**src/rtl/srl_pkg.sv**
```systemverilog
package srl_pkg;
   // Steering bit value: selects the destination holding register
   typedef enum logic {
      DEST_MAIN = 1'b0,
      DEST_REF  = 1'b1
   } dest_e;

   // Reference field width from ratio width and discarded bit counts
   function automatic int ref_width(input int data_w, input int lo, input int hi);
      return data_w - lo - hi;
   endfunction
endpackage

```
**src/rtl/srl_sync.sv**
```systemverilog
module srl_sync #(
   parameter int WIDTH  = 3,
   parameter int STAGES = 2
) (
   input  logic             clk,
   input  logic             rst,
   input  logic [WIDTH-1:0] async_in,
   output logic [WIDTH-1:0] sync_out
);
   if (STAGES < 2) begin : g_bad_stages
      $error("srl_sync: STAGES must be at least 2");
   end

   for (genvar b = 0; b < WIDTH; b++) begin : g_bit
      logic [STAGES-1:0] chain;
      always_ff @(posedge clk) begin
         if (rst) chain <= '0;
         else     chain <= {chain[STAGES-2:0], async_in[b]};
      end
      assign sync_out[b] = chain[STAGES-1];
   end
endmodule

```
**src/rtl/srl_shifter.sv**
```systemverilog
module srl_shifter #(
   parameter int LEN = 17
) (
   input  logic           clk,
   input  logic           rst,
   input  logic           shift_en,
   input  logic           bit_in,
   output logic [LEN-1:0] word
);
   if (LEN < 2) begin : g_bad_len
      $error("srl_shifter: LEN must be at least 2");
   end

   // Bits move toward the MSB, so the first bit received ends up on top
   always_ff @(posedge clk) begin
      if (rst)           word <= '0;
      else if (shift_en) word <= {word[LEN-2:0], bit_in};
   end
endmodule

```
**src/rtl/srl_latch_bank.sv**
```systemverilog
module srl_latch_bank
   import srl_pkg::*;
#(
   parameter int              DATA_W  = 16,
   parameter int              DROP_LO = 2,
   parameter int              DROP_HI = 0,
   parameter logic [DATA_W-1:0] N_RESET = 16'd1056,
   parameter int              R_RESET = 20,
   localparam int             R_W     = ref_width(DATA_W, DROP_LO, DROP_HI)
) (
   input  logic              clk,
   input  logic              rst,
   input  logic              load,
   input  logic [DATA_W:0]   word,
   output logic [DATA_W-1:0] main_ratio,
   output logic [R_W-1:0]    ref_ratio,
   output logic              main_upd,
   output logic              ref_upd
);
   if (R_W < 1) begin : g_bad_rw
      $error("srl_latch_bank: discarded bits leave no reference field");
   end

   logic [DATA_W-1:0] ratio_bits;
   dest_e             dest;
   logic [R_W-1:0]    ref_field;

   assign ratio_bits = word[DATA_W:1];
   assign dest       = dest_e'(word[0]);

   if (DROP_HI == 0) begin : g_wide
      assign ref_field = ratio_bits[DATA_W-1:DROP_LO];
   end else begin : g_narrow
      assign ref_field = ratio_bits[DATA_W-1-DROP_HI:DROP_LO];
   end

   always_ff @(posedge clk) begin
      if (rst) begin
         main_ratio <= N_RESET;
         ref_ratio  <= R_W'(R_RESET);
         main_upd   <= 1'b0;
         ref_upd    <= 1'b0;
      end else begin
         main_upd <= load && (dest == DEST_MAIN);
         ref_upd  <= load && (dest == DEST_REF);
         if (load && dest == DEST_MAIN) main_ratio <= ratio_bits;
         if (load && dest == DEST_REF)  ref_ratio  <= ref_field;
      end
   end
endmodule

```
**src/rtl/serial_ratio_loader.sv**
```systemverilog
module serial_ratio_loader #(
   parameter int                N_W         = 16,
   parameter bit                NARROW      = 1'b0,
   parameter int                SYNC_STAGES = 2,
   parameter logic [N_W-1:0]    N_RESET     = 16'd1056,
   parameter int                R_RESET     = 20,
   localparam int               DROP_LO     = 2,
   localparam int               DROP_HI     = NARROW ? 3 : 0,
   localparam int               R_W         = N_W - DROP_LO - DROP_HI,
   localparam int               WORD_LEN    = N_W + 1
) (
   input  logic           clk,
   input  logic           rst,
   input  logic           ser_clk,
   input  logic           ser_data,
   input  logic           ser_le,
   output logic [N_W-1:0] main_ratio,
   output logic [R_W-1:0] ref_ratio,
   output logic           main_upd,
   output logic           ref_upd
);
   if (N_W < 8) begin : g_bad_nw
      $error("serial_ratio_loader: N_W too small");
   end
   if (R_RESET >= (1 << R_W)) begin : g_bad_rreset
      $error("serial_ratio_loader: R_RESET does not fit the reference field");
   end

   logic [2:0]          sync_lvl;
   logic                sclk_prev, le_prev;
   logic                sclk_rise, le_rise;
   logic [WORD_LEN-1:0] shreg;

   srl_sync #(.WIDTH(3), .STAGES(SYNC_STAGES)) u_sync (
      .clk      (clk),
      .rst      (rst),
      .async_in ({ser_le, ser_data, ser_clk}),
      .sync_out (sync_lvl)
   );

   always_ff @(posedge clk) begin
      if (rst) begin
         sclk_prev <= 1'b0;
         le_prev   <= 1'b0;
      end else begin
         sclk_prev <= sync_lvl[0];
         le_prev   <= sync_lvl[2];
      end
   end

   assign sclk_rise = sync_lvl[0] & ~sclk_prev;
   assign le_rise   = sync_lvl[2] & ~le_prev;

   srl_shifter #(.LEN(WORD_LEN)) u_shift (
      .clk      (clk),
      .rst      (rst),
      .shift_en (sclk_rise & ~sync_lvl[2]),
      .bit_in   (sync_lvl[1]),
      .word     (shreg)
   );

   srl_latch_bank #(
      .DATA_W  (N_W),
      .DROP_LO (DROP_LO),
      .DROP_HI (DROP_HI),
      .N_RESET (N_RESET),
      .R_RESET (R_RESET)
   ) u_bank (
      .clk        (clk),
      .rst        (rst),
      .load       (le_rise),
      .word       (shreg),
      .main_ratio (main_ratio),
      .ref_ratio  (ref_ratio),
      .main_upd   (main_upd),
      .ref_upd    (ref_upd)
   );
endmodule

```
**config.mk**
```make
export PLATFORM = sky130hd
export DESIGN_NAME = serial_ratio_loader
export DESIGN_NICKNAME = d
export VERILOG_FILES = /design/src/rtl/srl_pkg.sv /design/src/rtl/srl_sync.sv /design/src/rtl/srl_shifter.sv /design/src/rtl/srl_latch_bank.sv /design/src/rtl/serial_ratio_loader.sv
export SDC_FILE = /design/constraint.sdc
export NUM_CORES = 1
export LEC_CHECK = 0
export ABC_CLOCK_PERIOD_IN_PS = 1700
export BUFFER_PORTS_ARGS = -buffer_cell sky130_fd_sc_hd__buf_2
export CAP_MARGIN = 20
export CORE_MARGIN = 10
export CORE_UTILIZATION = 31
export DETAILED_ROUTE_END_ITERATION = 7
export GPL_TIMING_DRIVEN = 0
export PLACE_DENSITY = 0.54
export REMOVE_ABC_BUFFERS = 1
export SLEW_MARGIN = 15
export SYNTH_ARGS = -nofsm -noshare
export SYNTH_HDL_FRONTEND = slang
export SYNTH_SLANG_ARGS = --single-unit
```
**constraint.sdc**
```tcl
create_clock -name clk -period 1.7 [get_ports clk]
set_clock_uncertainty 0.1 [all_clocks]
set_input_delay 0.34 -clock clk [delete_from_list [all_inputs] [get_ports clk]]
set_output_delay 0.34 -clock clk [all_outputs]
set_load 0.02 [all_outputs]
```
==> flow_summary.json, run 1 <==
{
  "run_status": "completed",
  "first_pass_iters": 3,
  "insertion_delay_ns": 0.33,
  "slew_headroom_pct": 39.18,
  "yosys-top-cells-area": "dfxtp_1, mux2i_1, nand2b_1, nor2b_1, nor2_1",
  "drive_gt1_share_pct": 23.42,
  "drt-initial-drc-count": 41,
  "clock.fmax_ghz": 0.6174,
  "crit_fanout": 14,
  "port_buffers": 36,
  "coreArea_sq_mm": 0.006459,
  "cts_tree": "built",
  "post-route-period-util_pct": 95.28,
  "fin_nets": 225,
  "endpoint_kind": "flop",
  "hpwl_mm": 2.514,
  "min_from": "ser_le",
  "diodes": 0,
  "initial_utilization_pct": 32.29,
  "cellPowerDensity_mw_per_mm2": 1024,
  "final-max-slew-violation-count": 0,
  "maxCapViolations": 0,
  "htreeDepth": 3,
  "place_congestion": 0.6246,
  "rows": 29,
  "placedCellCount": 286,
  "rr_startpoint": "u_sync.g_bit[2].chain[1]",
  "grt_use_total_pct": 8.181,
  "synth-seq-cells": 57,
  "layoutNonFillerInstCount": 299,
  "viasPerCell": 4.408,
  "start_kind": "flop",
  "final_common_cell": "dfxtp_1",
  "grt_pass1_wl_mm": 6.472,
  "min_path_type": "primary input to flop",
  "drc_errors": 0,
  "rrSetupSlack_ns": 0.08,
  "cts_buffers": 9,
  "grt_start_max_net_pins": 63,
  "die_h_microns": 102.0,
  "finalSetupViolCount": 0,
  "synth_top_area_cell": "dfxtp_1",
  "die_w_microns": 102.0,
  "leakagePower_nw": 1.078,
  "grt_pass1_vias": 1356,
  "cp.required_ns": 1.79,
  "syn_area_sq_mm": 0.002086,
  "ys_types": 15,
  "ctsLongestPathBuffers": 2,
  "clock-root-buffer": "clkbuf_8",
  "ys_seq_area_share_pct": 54.71,
  "yosysTopAreaCellShare_pct": 54.71,
  "avgRoutedWirePerCell_microns": 13.30,
  "tightest_slew_ns": 0.9124,
  "ir_worst_vdd_uv": 423.1,
  "hold_path_depth": 2,
  "vias": 1318,
  "hold_buffers": 0,
  "rr_endpoint": "u_bank.main_ratio[7]",
  "final_cell_mix": "dfxtp_1, mux2i_1, nand2b_1",
  "gr-total-overflow": 0,
  "yosysWarnings": 0,
  "r2r_cells": 2,
  "rsz0062_at_grt": "false",
  "path_class": "flop to flop",
  "synthToLayoutAreaGrowth_pct": 19.44,
  "whs_endpoint": "u_sync.g_bit[2].chain[0]",
  "cts_sinks": 57,
  "antenna_found_initial": 0,
  "whs_ns": 0.1203,
  "min_period_ns": 1.620,
  "die_area_sq_mm": 0.01041,
  "ios": 37,
  "crit_start": "u_sync.g_bit[2].chain[1]",
  "arrival_ns": 1.71,
  "postCtsSetupBuffers": 0,
  "finalHoldViolCount": 0,
  "syn_inst": 183,
  "clk_pin_slew_ns": 0.06,
  "avgSynthCellArea_sq_um": 11.40,
  "wirelength_mm": 3.976,
  "ant_nets": 0,
  "fill_cells": 656
}
==> final cells by class <==
type / count / area [sq um] / share of cell area [%]
Clock buffer: 13 / 168.9 / 6.781
Timing Repair Buffer: 38 / 195.2 / 7.835
Sequential cell: 57 / 1141 / 45.81
Multi-Input combinational cell: 114 / 889.6 / 35.71
Tap cell: 77 / 96.34 / 3.867
==> cells by family after synthesis <==
group,count (synthesis),share of synthesized area (%)
buffers and inverters,12,2.880
DFF,57,54.71
muxes,47,22.56
and+or+nand+nor,67,19.86
==> synth_stat cells <==
| cell type | n |
|---|---|
| nor2_1 | 8 |
| buf_6 | 1 |
| buf_2 | 3 |
| dfxtp_1 | 57 |
| nand3b_1 | 1 |
| nand2b_1 | 44 |
| nor3b_1 | 2 |
| buf_4 | 1 |
| and3b_1 | 1 |
| mux2i_1 | 47 |
| nor4bb_1 | 1 |
| nor2b_1 | 8 |
| clkbuf_1 | 7 |
| nor4b_1 | 1 |
| or3b_1 | 1 |
==> flip-flops by register name (all words and copies together) (netlist names) <==
register / flops
u_shift.word: 17
u_bank.main_ratio: 16
u_bank.ref_ratio: 14
u_sync.g_bit.chain: 6
le_prev: 1
sclk_prev: 1
u_bank.main_upd: 1
u_bank.ref_upd: 1
==> worst max-delay path by stage <==
stage	cells after the start	to
after floorplan	2	u_shift.word[0]
after global placement	2	u_shift.word[6]
after detailed placement	2	u_bank.main_ratio[0]
after CTS	2	u_bank.main_ratio[0]
after global routing	2	u_bank.main_ratio[8]
final	2	u_bank.main_ratio[7]
==> metal layers <==
metal	vias up	wire [microns]	global-route usage (%)	share of wire, %
met1	597	1963	9.547	49
met3	11	271	3.374	6.8
met5	-	0	0	0
met4	0	110	5.857	2.8
li1	677	-	-	-
met2	33	1630	11.90	41
==> per-stage QoR <==
step	setup TNS, ns	setup WS [ns]	area, sq um	power [W]	util (%)
6_report	0	0.08019	2491	0.002550	38.57
2_1_floorplan	-16.41	-0.9650	2026	0.001438	-
5_1_grt	0	0.01337	2491	0.002649	38.57
3_3_place_gp	-30.31	-1.813	2302	0.001474	35.65
3_5_place_dp	-0.09795	-0.01692	2322	0.001475	35.96
4_1_cts	0	0.06329	2491	0.002583	38.57
==> critical path, cell delays in order, from the launching register on <==
cell and delay (ns):
dfxtp_1 0.44, or3b_2 0.75, mux2i_1 0.19
==> where the power goes <==
group	total [W]	switching (W)	leakage [nW]	internal, W
Combinational	0.0000901	0.0000460	0.529	0.0000442
Sequential	0.00135	0.00000557	0.461	0.00135
Clock	0.00111	0.000482	0.0875	0.000625
==> timing repair <==
item                       in CTS  in global routing
hold endpoints to repair        0                  0
gates resized for setup         1                  0
setup endpoints to repair      14                  0
(Power assumes the default switching activity.)
==> run 2: changes to the inputs <==
ABC_CLOCK_PERIOD_IN_PS = 2000   (was 1700)
clock period = 2 ns   (was 1.7 ns; I/O delays follow)
==> run 2 against run 1 <==
Setup slack improved by 0.23 ns. Wire length decreased by 0.18%. Final cell count unchanged. Clock-buffer cell count unchanged. Worst hold slack improved by 0.060 ns. Die area unchanged. Utilization unchanged. Critical path depth unchanged. Design area unchanged. Critical path type unchanged. Largest cell class unchanged.
==> flow_summary.json, run 2 (synthesis gave the netlist of run 1 again) <==
{
  "drc_errors": 0,
  "ios": 37,
  "final_cell_mix": "dfxtp_1, mux2i_1, nand2b_1",
  "cts_resized": 0,
  "finalHoldViolCount": 0,
  "cellPowerDensity_mw_per_mm2": 869.3,
  "leakagePower_nw": 1.078,
  "htreeDepth": 3,
  "vias": 1320,
  "place_congestion": 0.6246,
  "reg_top3": "u_shift.word x17, u_bank.main_ratio x16, u_bank.ref_ratio x14",
  "clk_pin_slew_ns": 0.06,
  "ant_nets": 0,
  "cts_sinks": 57,
  "dpl-instance-area_sq_mm": 0.002322,
  "first_pass_iters": 3,
  "fin_nets": 225,
  "diodes": 0,
  "endpoint_kind": "flop",
  "pre_cts_ws_ns": 0.2492,
  "path_class": "flop to flop",
  "min_period_ns": 1.685,
  "avgRoutedWirePerCell_microns": 13.27,
  "synthToLayoutAreaGrowth_pct": 19.44,
  "initial_utilization_pct": 32.29,
  "ctsLongestPathBuffers": 2,
  "final-max-slew-violation-count": 0,
  "grt_pass1_vias": 1356,
  "cts_buffers": 9,
  "die_h_microns": 102.0,
  "drt-initial-drc-count": 41,
  "maxCapViolations": 0,
  "final_common_cell": "dfxtp_1",
  "run_status": "completed",
  "clock-root-buffer": "clkbuf_8",
  "die_w_microns": 102.0,
  "port_buffers": 36,
  "cp.required_ns": 2.08,
  "finalSetupViolCount": 0,
  "die_area_sq_mm": 0.01041,
  "coreArea_sq_mm": 0.006459,
  "start_kind": "flop",
  "insertion_delay_ns": 0.33,
  "crit_fanout": 14,
  "rows": 29,
  "total_power_w": 0.002165,
  "arrival_ns": 1.76,
  "min_path_type": "primary input to flop",
  "ir_worst_vdd_uv": 359.4,
  "viasPerCell": 4.415,
  "grt_use_total_pct": 8.181,
  "regMostFlops": "u_shift.word",
  "drive_gt1_share_pct": 22.97,
  "tightest_slew_ns": 0.9087,
  "post-route-period-util_pct": 84.26,
  "fin_util_pct": 38.57,
  "rsz0062_at_grt": "false",
  "largest_register_ffs": 17,
  "slew_headroom_pct": 39.42,
  "hold_buffers": 0,
  "antenna_found_initial": 0,
  "design_area_sq_mm": 0.002491,
  "postCtsSetupBuffers": 0,
  "grt_pass1_wl_mm": 6.472,
  "clock.fmax_ghz": 0.5934,
  "hpwl_mm": 2.514,
  "fin_ws_ns": 0.3148,
  "cts_tree": "built",
  "grt_start_max_net_pins": 63,
  "wirelength_mm": 3.969,
  "gr-total-overflow": 0
}
## run 2: critical path: stages (launching register included)
cell	delay [ns]
dfxtp_1	0.44
or3b_1	0.76
mux2i_1	0.23
## run 2: area by class of cell
class                   instances  area [sq um]
well taps                      77         96.34
clock buffers                  13         168.9
multi-input cells             114         889.6
repair buffers                 38         195.2
fillers                       656          3968
flip-flops and latches         57          1141
## run 2: per-layer routing
metal  track usage [%]  vias to the layer above  part of all wire, %
met4             5.857                        0                  2.8
met5                 0                        -                    0
met1             9.547                      599                   49
li1                  -                      677                    -
met3             3.374                       11                  6.8
met2             11.90                       33                   42
## run 2: where the power goes
group          internal (W)  leakage [nW]  switching, W
sequential          0.00115         0.461    0.00000478
combinational     0.0000376         0.529     0.0000389
clock              0.000531        0.0875      0.000408
## run 2: worst paths after layout
check	cells past startpoint	from	slack, ns	to
worst max register to register	2	u_sync.g_bit[2].chain[1]	0.31	u_bank.main_ratio[7]
worst min-delay path	2	ser_le	0.18	u_sync.g_bit[2].chain[0]
worst min register to register	1	u_sync.g_bit[0].chain[0]	0.33	u_sync.g_bit[0].chain[1]
worst max-delay path	2	u_sync.g_bit[2].chain[1]	0.31	u_bank.main_ratio[7]
## run 2: metrics by stage
step / cells / hold WS, ns / setup TNS [ns]
floorplan: 171 / 0.3138 / -11.31
global placement: 284 / 0.3191 / -25.21
global route: 299 / 0.1893 / 0
CTS: 299 / 0.1729 / 0
finish: 299 / 0.1800 / 0
detailed placement: 286 / 0.3239 / 0
